<file path="config.mk">
export PLATFORM = sky130hd
export DESIGN_NAME = seg_fault_classifier
export DESIGN_NICKNAME = d
export VERILOG_FILES = /design/src/rtl/seg_fault_classifier.sv
export SDC_FILE = /design/constraint.sdc
export NUM_CORES = 1
export LEC_CHECK = 0
export BUFFER_PORTS_ARGS = -buffer_cell sky130_fd_sc_hd__buf_2
export CORE_MARGIN = 5
export CORE_UTILIZATION = 44
export CTS_CLUSTER_SIZE = 14
export DETAILED_ROUTE_END_ITERATION = 16
export GPL_ROUTABILITY_DRIVEN = 0
export GPL_TIMING_DRIVEN = 0
export PLACE_DENSITY = 0.82
export SYNTH_ARGS = -nofsm -noshare
export SYNTH_HDL_FRONTEND = slang
export SYNTH_SLANG_ARGS = --single-unit
</file>
<file path="constraint.sdc">
create_clock -name clk -period 2.6 [get_ports clk]
set_input_delay 0.13 -clock clk [delete_from_list [all_inputs] [get_ports clk]]
set_output_delay 0.13 -clock clk [all_outputs]
set_load 0.1 [all_outputs]
</file>
<file path="src/rtl/seg_fault_classifier.sv">
module seg_fault_classifier #(
  parameter int SEL_W = 16,
  parameter int VEC_W = 8
) (
  input  logic             clk,
  input  logic             rst,
  input  logic             req,
  input  logic [2:0]       target,
  input  logic [2:0]       ctx,
  input  logic             present,
  input  logic [SEL_W-1:0] selector,
  input  logic             ss_limit_err,
  output logic             fault_valid,
  output logic [VEC_W-1:0] vector,
  output logic [SEL_W-1:0] err_code,
  output logic             restart_new_task
);
  localparam logic [2:0] T_CS = 3'd0, T_DS = 3'd1, T_ES = 3'd2, T_SS = 3'd3,
                         T_LDT = 3'd4, T_GATE = 3'd5;
  localparam logic [2:0] C_TASK = 3'd2;
  localparam logic [VEC_W-1:0] V_TSS = VEC_W'(10), V_NP = VEC_W'(11),
                               V_STK = VEC_W'(12);

  logic             np_hit, fire, n_rs;
  logic [VEC_W-1:0] n_vec;
  logic [SEL_W-1:0] n_ec;

  assign np_hit = !present && (target <= T_GATE);
  assign fire   = req && (np_hit || ss_limit_err);

  always_comb begin
    n_vec = V_NP;
    n_ec  = selector;
    n_rs  = 1'b0;
    if (np_hit) begin
      unique case (target)
        T_CS, T_DS, T_ES: n_rs = (ctx == C_TASK);
        T_SS:             n_vec = V_STK;
        T_LDT:            n_vec = (ctx == C_TASK) ? V_TSS : V_NP;
        default:          n_vec = V_NP;
      endcase
    end else begin
      n_vec = V_STK;
      n_ec  = '0;
    end
  end

  always_ff @(posedge clk) begin
    if (rst) begin
      fault_valid      <= 1'b0;
      vector           <= '0;
      err_code         <= '0;
      restart_new_task <= 1'b0;
    end else begin
      fault_valid <= fire;
      if (fire) begin
        vector           <= n_vec;
        err_code         <= n_ec;
        restart_new_task <= n_rs;
      end
    end
  end

  AST_RESET_CLEAR: assert property (@(posedge clk) rst |=> !fault_valid && vector == '0 && err_code == '0);
  AST_CDE_NP: assert property (@(posedge clk) disable iff (rst)
    req && !present && target <= T_ES |=> fault_valid && vector == V_NP && err_code == $past(selector));
  AST_SS_NP: assert property (@(posedge clk) disable iff (rst)
    req && !present && target == T_SS |=> fault_valid && vector == V_STK && err_code == $past(selector));
  AST_LDT_TASK: assert property (@(posedge clk) disable iff (rst)
    req && !present && target == T_LDT && ctx == C_TASK |=> vector == V_TSS);
  AST_GATE_NP: assert property (@(posedge clk) disable iff (rst)
    req && !present && target == T_GATE |=> vector == V_NP);
  AST_LIMIT: assert property (@(posedge clk) disable iff (rst)
    req && present && ss_limit_err |=> fault_valid && vector == V_STK && err_code == '0);
  AST_RESTART_ONLY_NP: assert property (@(posedge clk) disable iff (rst)
    fault_valid && restart_new_task |-> vector == V_NP);
  AST_IDLE_NO_FAULT: assert property (@(posedge clk) disable iff (rst)
    !req |=> !fault_valid);
  AST_HOLD: assert property (@(posedge clk) disable iff (rst)
    req && present && !ss_limit_err |=> !fault_valid && $stable(vector) && $stable(err_code));
endmodule

</file>
### After elaboration in Yosys (flattened, before gate mapping)

Index checks and enable logic that the tools add are counted.

* bits of input ports: 27
* bits in registers: 26
* logic and storage cells: 22

* muxes and demuxes: 6
* reductions and logical operators: 6
* equality and inequality tests: 5
* order comparisons: 1

Operators by type and width (number)
* $mux 16: 1
* $eq 3x2->1 const B: 3
* $mux 8: 1
* $pmux 3 s2: 1
* $eq 3x1->1 const B: 1
* $eq 3x3->1 const B: 1
* $le 3x3->1 const B: 1
* $logic_not 3->1: 1
* $mux 1: 3
* $reduce_or 3->1: 1
* $logic_and 1x1->1: 2
* $logic_not 1->1: 1
* $logic_or 1x1->1: 1

### Logic depth before layout (Yosys ltp)

* depth in word-level cells: 4
* mapped depth: 6
* depth with buffers taken out: 3

### Worst setup path after synthesis

OpenSTA, ideal clock, no wires.

* path type: register to register
* start: reg vector[0] (netlist name)
* end: reg vector[0]
* setup time: 0.070 ns
* clock period less this slack: 1.425 ns
* stages on the path, launching flop included: 4
* data arrival time: 1.355 ns
* data required time: 2.530 ns
* slack: 1.175 ns
* buffers on the path: 0
* cell sequence: dfxtp_1 inv_1 a221oi_1 o2bb2ai_1

RTL lines
* end signal: assignment: RTL line 57 `vector <= n_vec;`
* end: declaration: RTL line 14 `output logic [VEC_W-1:0] vector,`

### Worst setup path in the final report

* start: reg restart_new_task
* end: out restart_new_task

RTL lines
* start: declaration: RTL line 16 `output logic restart_new_task`
* start signal: assignment: RTL line 59 `restart_new_task <= n_rs;`

No word-level cell between the ends.

==> impl_table.tex <==
\begin{tabular}{lr}
\hline
Metric & Value \\
\hline
\multicolumn{2}{l}{\textbf{Synthesis}} \\
Cell count after synthesis & 72 \\
Netlist area before placement & between 800 and 900 sq um \\
Biggest area contributors in the synthesized netlist & sky130\_fd\_sc\_hd\_\_dfxtp\_1, sky130\_fd\_sc\_hd\_\_a22o\_2, sky130\_fd\_sc\_hd\_\_buf\_4 \\
Number of enable flip-flop cells after synthesis & 0 \\
Ys Warns & 0 \\
Most instantiated library cell after synthesis & sky130\_fd\_sc\_hd\_\_dfxtp\_1 \\
Sequential cell area fraction in the yosys report & 0.523 \\
Top cell types by occurrence after synthesis & sky130\_fd\_sc\_hd\_\_dfxtp\_1, sky130\_fd\_sc\_hd\_\_a22o\_2, sky130\_fd\_sc\_hd\_\_buf\_4, sky130\_fd\_sc\_hd\_\_inv\_1 \\
Fraction of synthesized cell area taken by the top area cell type & 0.523 \\
Proportion of register bits with asynchronous set or reset after synthesis & 0 \\
Count of unique library cells instantiated by Yosys & 23 \\
Top flip-flop cell by instance count after synthesis & sky130\_fd\_sc\_hd\_\_dfxtp\_1 \\
Syn avg cell area & about 12 sq um \\
Register bit total from synthesis & 22 \\
Cell type contributing the most total cell area after synthesis & sky130\_fd\_sc\_hd\_\_dfxtp\_1 \\
\multicolumn{2}{l}{\textbf{Clocking}} \\
TritonCTS sink count & 22 \\
Worst-case clock buffer depth & 2 \\
Clock Root Buffer & sky130\_fd\_sc\_hd\_\_clkbuf\_4 \\
Clock tree from TritonCTS & done \\
CTS Buf Count & 3 \\
Number of hold buffers added after CTS & 0 \\
Post-cts repair resize count & 0 \\
Post-CTS Setup Inserts & 0 \\
Source-to-sink clock delay at the later pin of the worst-skew pair & 0.29 ns \\
CTS HTree Levels & 1 \\
Clock-pin transition on the worst setup and hold timing paths & about 0.11 ns \\
\multicolumn{2}{l}{\textbf{Die}} \\
Std-Cell Core Area & 1760 sq um \\
Area enclosed by the die boundary & 2890 sq um \\
I/O pins & 53 \\
Site Rows & 15 \\
Chip width & 53.7 um \\
Chip height & 53.7 um \\
Initial cell density of the core & 0.477 \\
\multicolumn{2}{l}{\textbf{Drt}} \\
Uppermost layer routed & met3 \\
Length of the first detailed-routing pass in iterations & 2 \\
Routed met2 length & 873 um \\
Violation count after the first detailed-route iteration & 6 \\
Post-detailed-routing wire length & 1.86 mm \\
DRC violations left & 0 \\
Vias per std cell & 4.83 \\
ANT nets after route & 0 \\
Via count & 729 \\
WL met3 & around 170 um \\
Post-detailed-route wirelength per cell & 12.3 um \\
M1 wire length & 819 um \\
\multicolumn{2}{l}{\textbf{Power}} \\
Cell Pwr Density & 657 nW/um\^{}2 \\
Comb power frac & 0.290 \\
Switching Share & 0.359 \\
Worst voltage drop across the vdd grid & approximately 400 uV \\
Reported leakage power & 0.606 nW \\
Sequential share of power & 0.472 \\
Clock network power share & 0.238 \\
Net Switching & around 0.27 mW \\
P\_int & 0.486 mW \\
\multicolumn{2}{l}{\textbf{Critical path}} \\
Worst setup path class & reg2out \\
Slowest Stage Delay on Critical Path & 0.43 ns \\
Startpoint Class & flip-flop \\
Data required time of the critical path & 2.47 ns \\
Sequence of cells on the critical path & buf\_2 \\
Number of cells on the critical path & 1 \\
Delay-heaviest family, CP & buffers and inverters \\
Critical path peak fanout & 2 \\
Register-to-Register Path Depth & 3 \\
Bufs and invs on worst path & 1 \\
Crit path DAT & $\sim$1.1 ns \\
CP Capture Type & output port \\
Cell with the largest stage delay on the worst path & sky130\_fd\_sc\_hd\_\_buf\_2 \\
\multicolumn{2}{l}{\textbf{Final layout}} \\
Fillers & between 150 and 200 \\
Diodes inserted & 0 \\
Area growth from synthesis to layout & 37.3\% \\
Final net count & 154 \\
Share of layout cells above drive strength 1 & 0.627 \\
Area of all placed cells without fillers & 1160 sq um \\
\multicolumn{2}{l}{\textbf{Global routing}} \\
First-pass GRT wire length & 3.13 mm \\
GR Util All Layers & 0.146 \\
Largest net degree at the start of global routing & 13 \\
Via count of the first global-routing pass & 759 \\
Initial antenna violation count & 0 \\
Leftover overflow at the end of global routing & 0 \\
\multicolumn{2}{l}{\textbf{STA}} \\
Clock skew after layout & 0 ns \\
Number of failing hold endpoints at the final stage & 0 \\
RSZ-0062 raised after global routing & no \\
Post-Route Setup TNS & 0 ns \\
Maximum clock frequency & 0.824 GHz \\
Final count of pins violating max slew & 0 \\
Total setup violations reported at the end of the flow & 0 \\
Share of the clock period used by the worst path after layout & 0.467 \\
Minimum clock period & between 1 and 1.5 ns \\
\multicolumn{2}{l}{\textbf{Job}} \\
Max-cap violations & 0 \\
\multicolumn{2}{l}{\textbf{Worst hold path}} \\
Worst hold path stage count & 2 \\
HP Class & in2reg \\
\multicolumn{2}{l}{\textbf{Run status}} \\
Run status & complete, no violations \\
\multicolumn{2}{l}{\textbf{Placed design}} \\
Quantity of I/O buffers inserted on ports & 47 \\
Area after DPL & around 1100 sq um \\
HPWL Detailed & between 1 and 1.5 mm \\
\hline
\end{tabular}
-- cell families (layout without fill, tap and decap cells) --
| family | after synthesis | after routing | synth area share |
|---|---|---|---|
| and+or+nand+nor | 11 | 11 | 0.0743 |
| buffers and inverters | 12 | 63 | 0.0906 |
| other | 1 | 4 | 0.00445 |
| AOI/OAI and AO/OA | 25 | 25 | 0.296 |
| DFF | 22 | 22 | 0.523 |
| muxes | 1 | 1 | 0.0119 |
-- path summary, 6_finish.rpt --
path	start	endpoint	slack, ns
setup reg to reg	vector[0]	vector[0]	1.79
hold / removal	selector[7]	err_code[7]	0.04
setup / recovery	restart_new_task	restart_new_task	1.39
hold reg to reg	vector[3]	vector[3]	0.45
-- state kept, by name (all words and copies together), names as in the netlist --
signal and cells:
err_code 16, fault_valid 1, restart_new_task 1, vector 4
-- cell type report --
| type | count | area (sq um) | share of cell area |
|---|---|---|---|
| Tap cell | 25 | 31.3 | 0.0271 |
| Clock buffer | 4 | 36.3 | 0.0314 |
| Multi-Input combinational cell | 41 | 337 | 0.291 |
| Inverter | 4 | 15.0 | 0.0130 |
| Buffer | 8 | 61.3 | 0.0530 |
| Timing Repair Buffer | 47 | 235 | 0.203 |
| Sequential cell | 22 | 440 | 0.381 |
-- placed cells by master (no fill, tap or decap), types with 2 or more instances in the layout --
cell type	instances
sky130_fd_sc_hd__buf_2	47
sky130_fd_sc_hd__dfxtp_1	22
sky130_fd_sc_hd__a22o_2	16
sky130_fd_sc_hd__buf_4	6
sky130_fd_sc_hd__inv_1	4
sky130_fd_sc_hd__conb_1	4
sky130_fd_sc_hd__nand2_1	3
sky130_fd_sc_hd__nor2_1	3
sky130_fd_sc_hd__clkbuf_4	3
sky130_fd_sc_hd__a221oi_1	2
-- through the flow --
stage	hold WS [ns]	cells	util	setup WS (ns)	power, mW
3_5_place_dp	0.348	147	0.635	1.35	0.587
2_1_floorplan	0.261	75	-	1.18	0.542
4_1_cts	0.0332	151	0.655	1.38	0.765
3_3_place_gp	0.346	147	0.635	1.37	0.584
6_report	0.0412	151	0.655	1.39	0.759
5_1_grt	0.0144	151	0.655	1.31	0.797
-- routing by layer --
metal | global-route usage | up-vias
met4 | 0.0383 | 0
li1 | - | 366
met5 | 0 | -
met2 | 0.256 | 33
met3 | 0.0360 | 0
met1 | 0.174 | 330
-- power groups by stage --
stage | Sequential, mW | Combinational [mW] | Clock (mW)
floorplan | 0.475 | 0.0671 | 0
global placement | 0.366 | 0.218 | 0
detailed placement | 0.366 | 0.221 | 0
CTS | 0.359 | 0.221 | 0.185
global route | 0.361 | 0.230 | 0.207
finish | 0.358 | 0.220 | 0.181
Note: power is estimated with default switching activity, not from simulation.
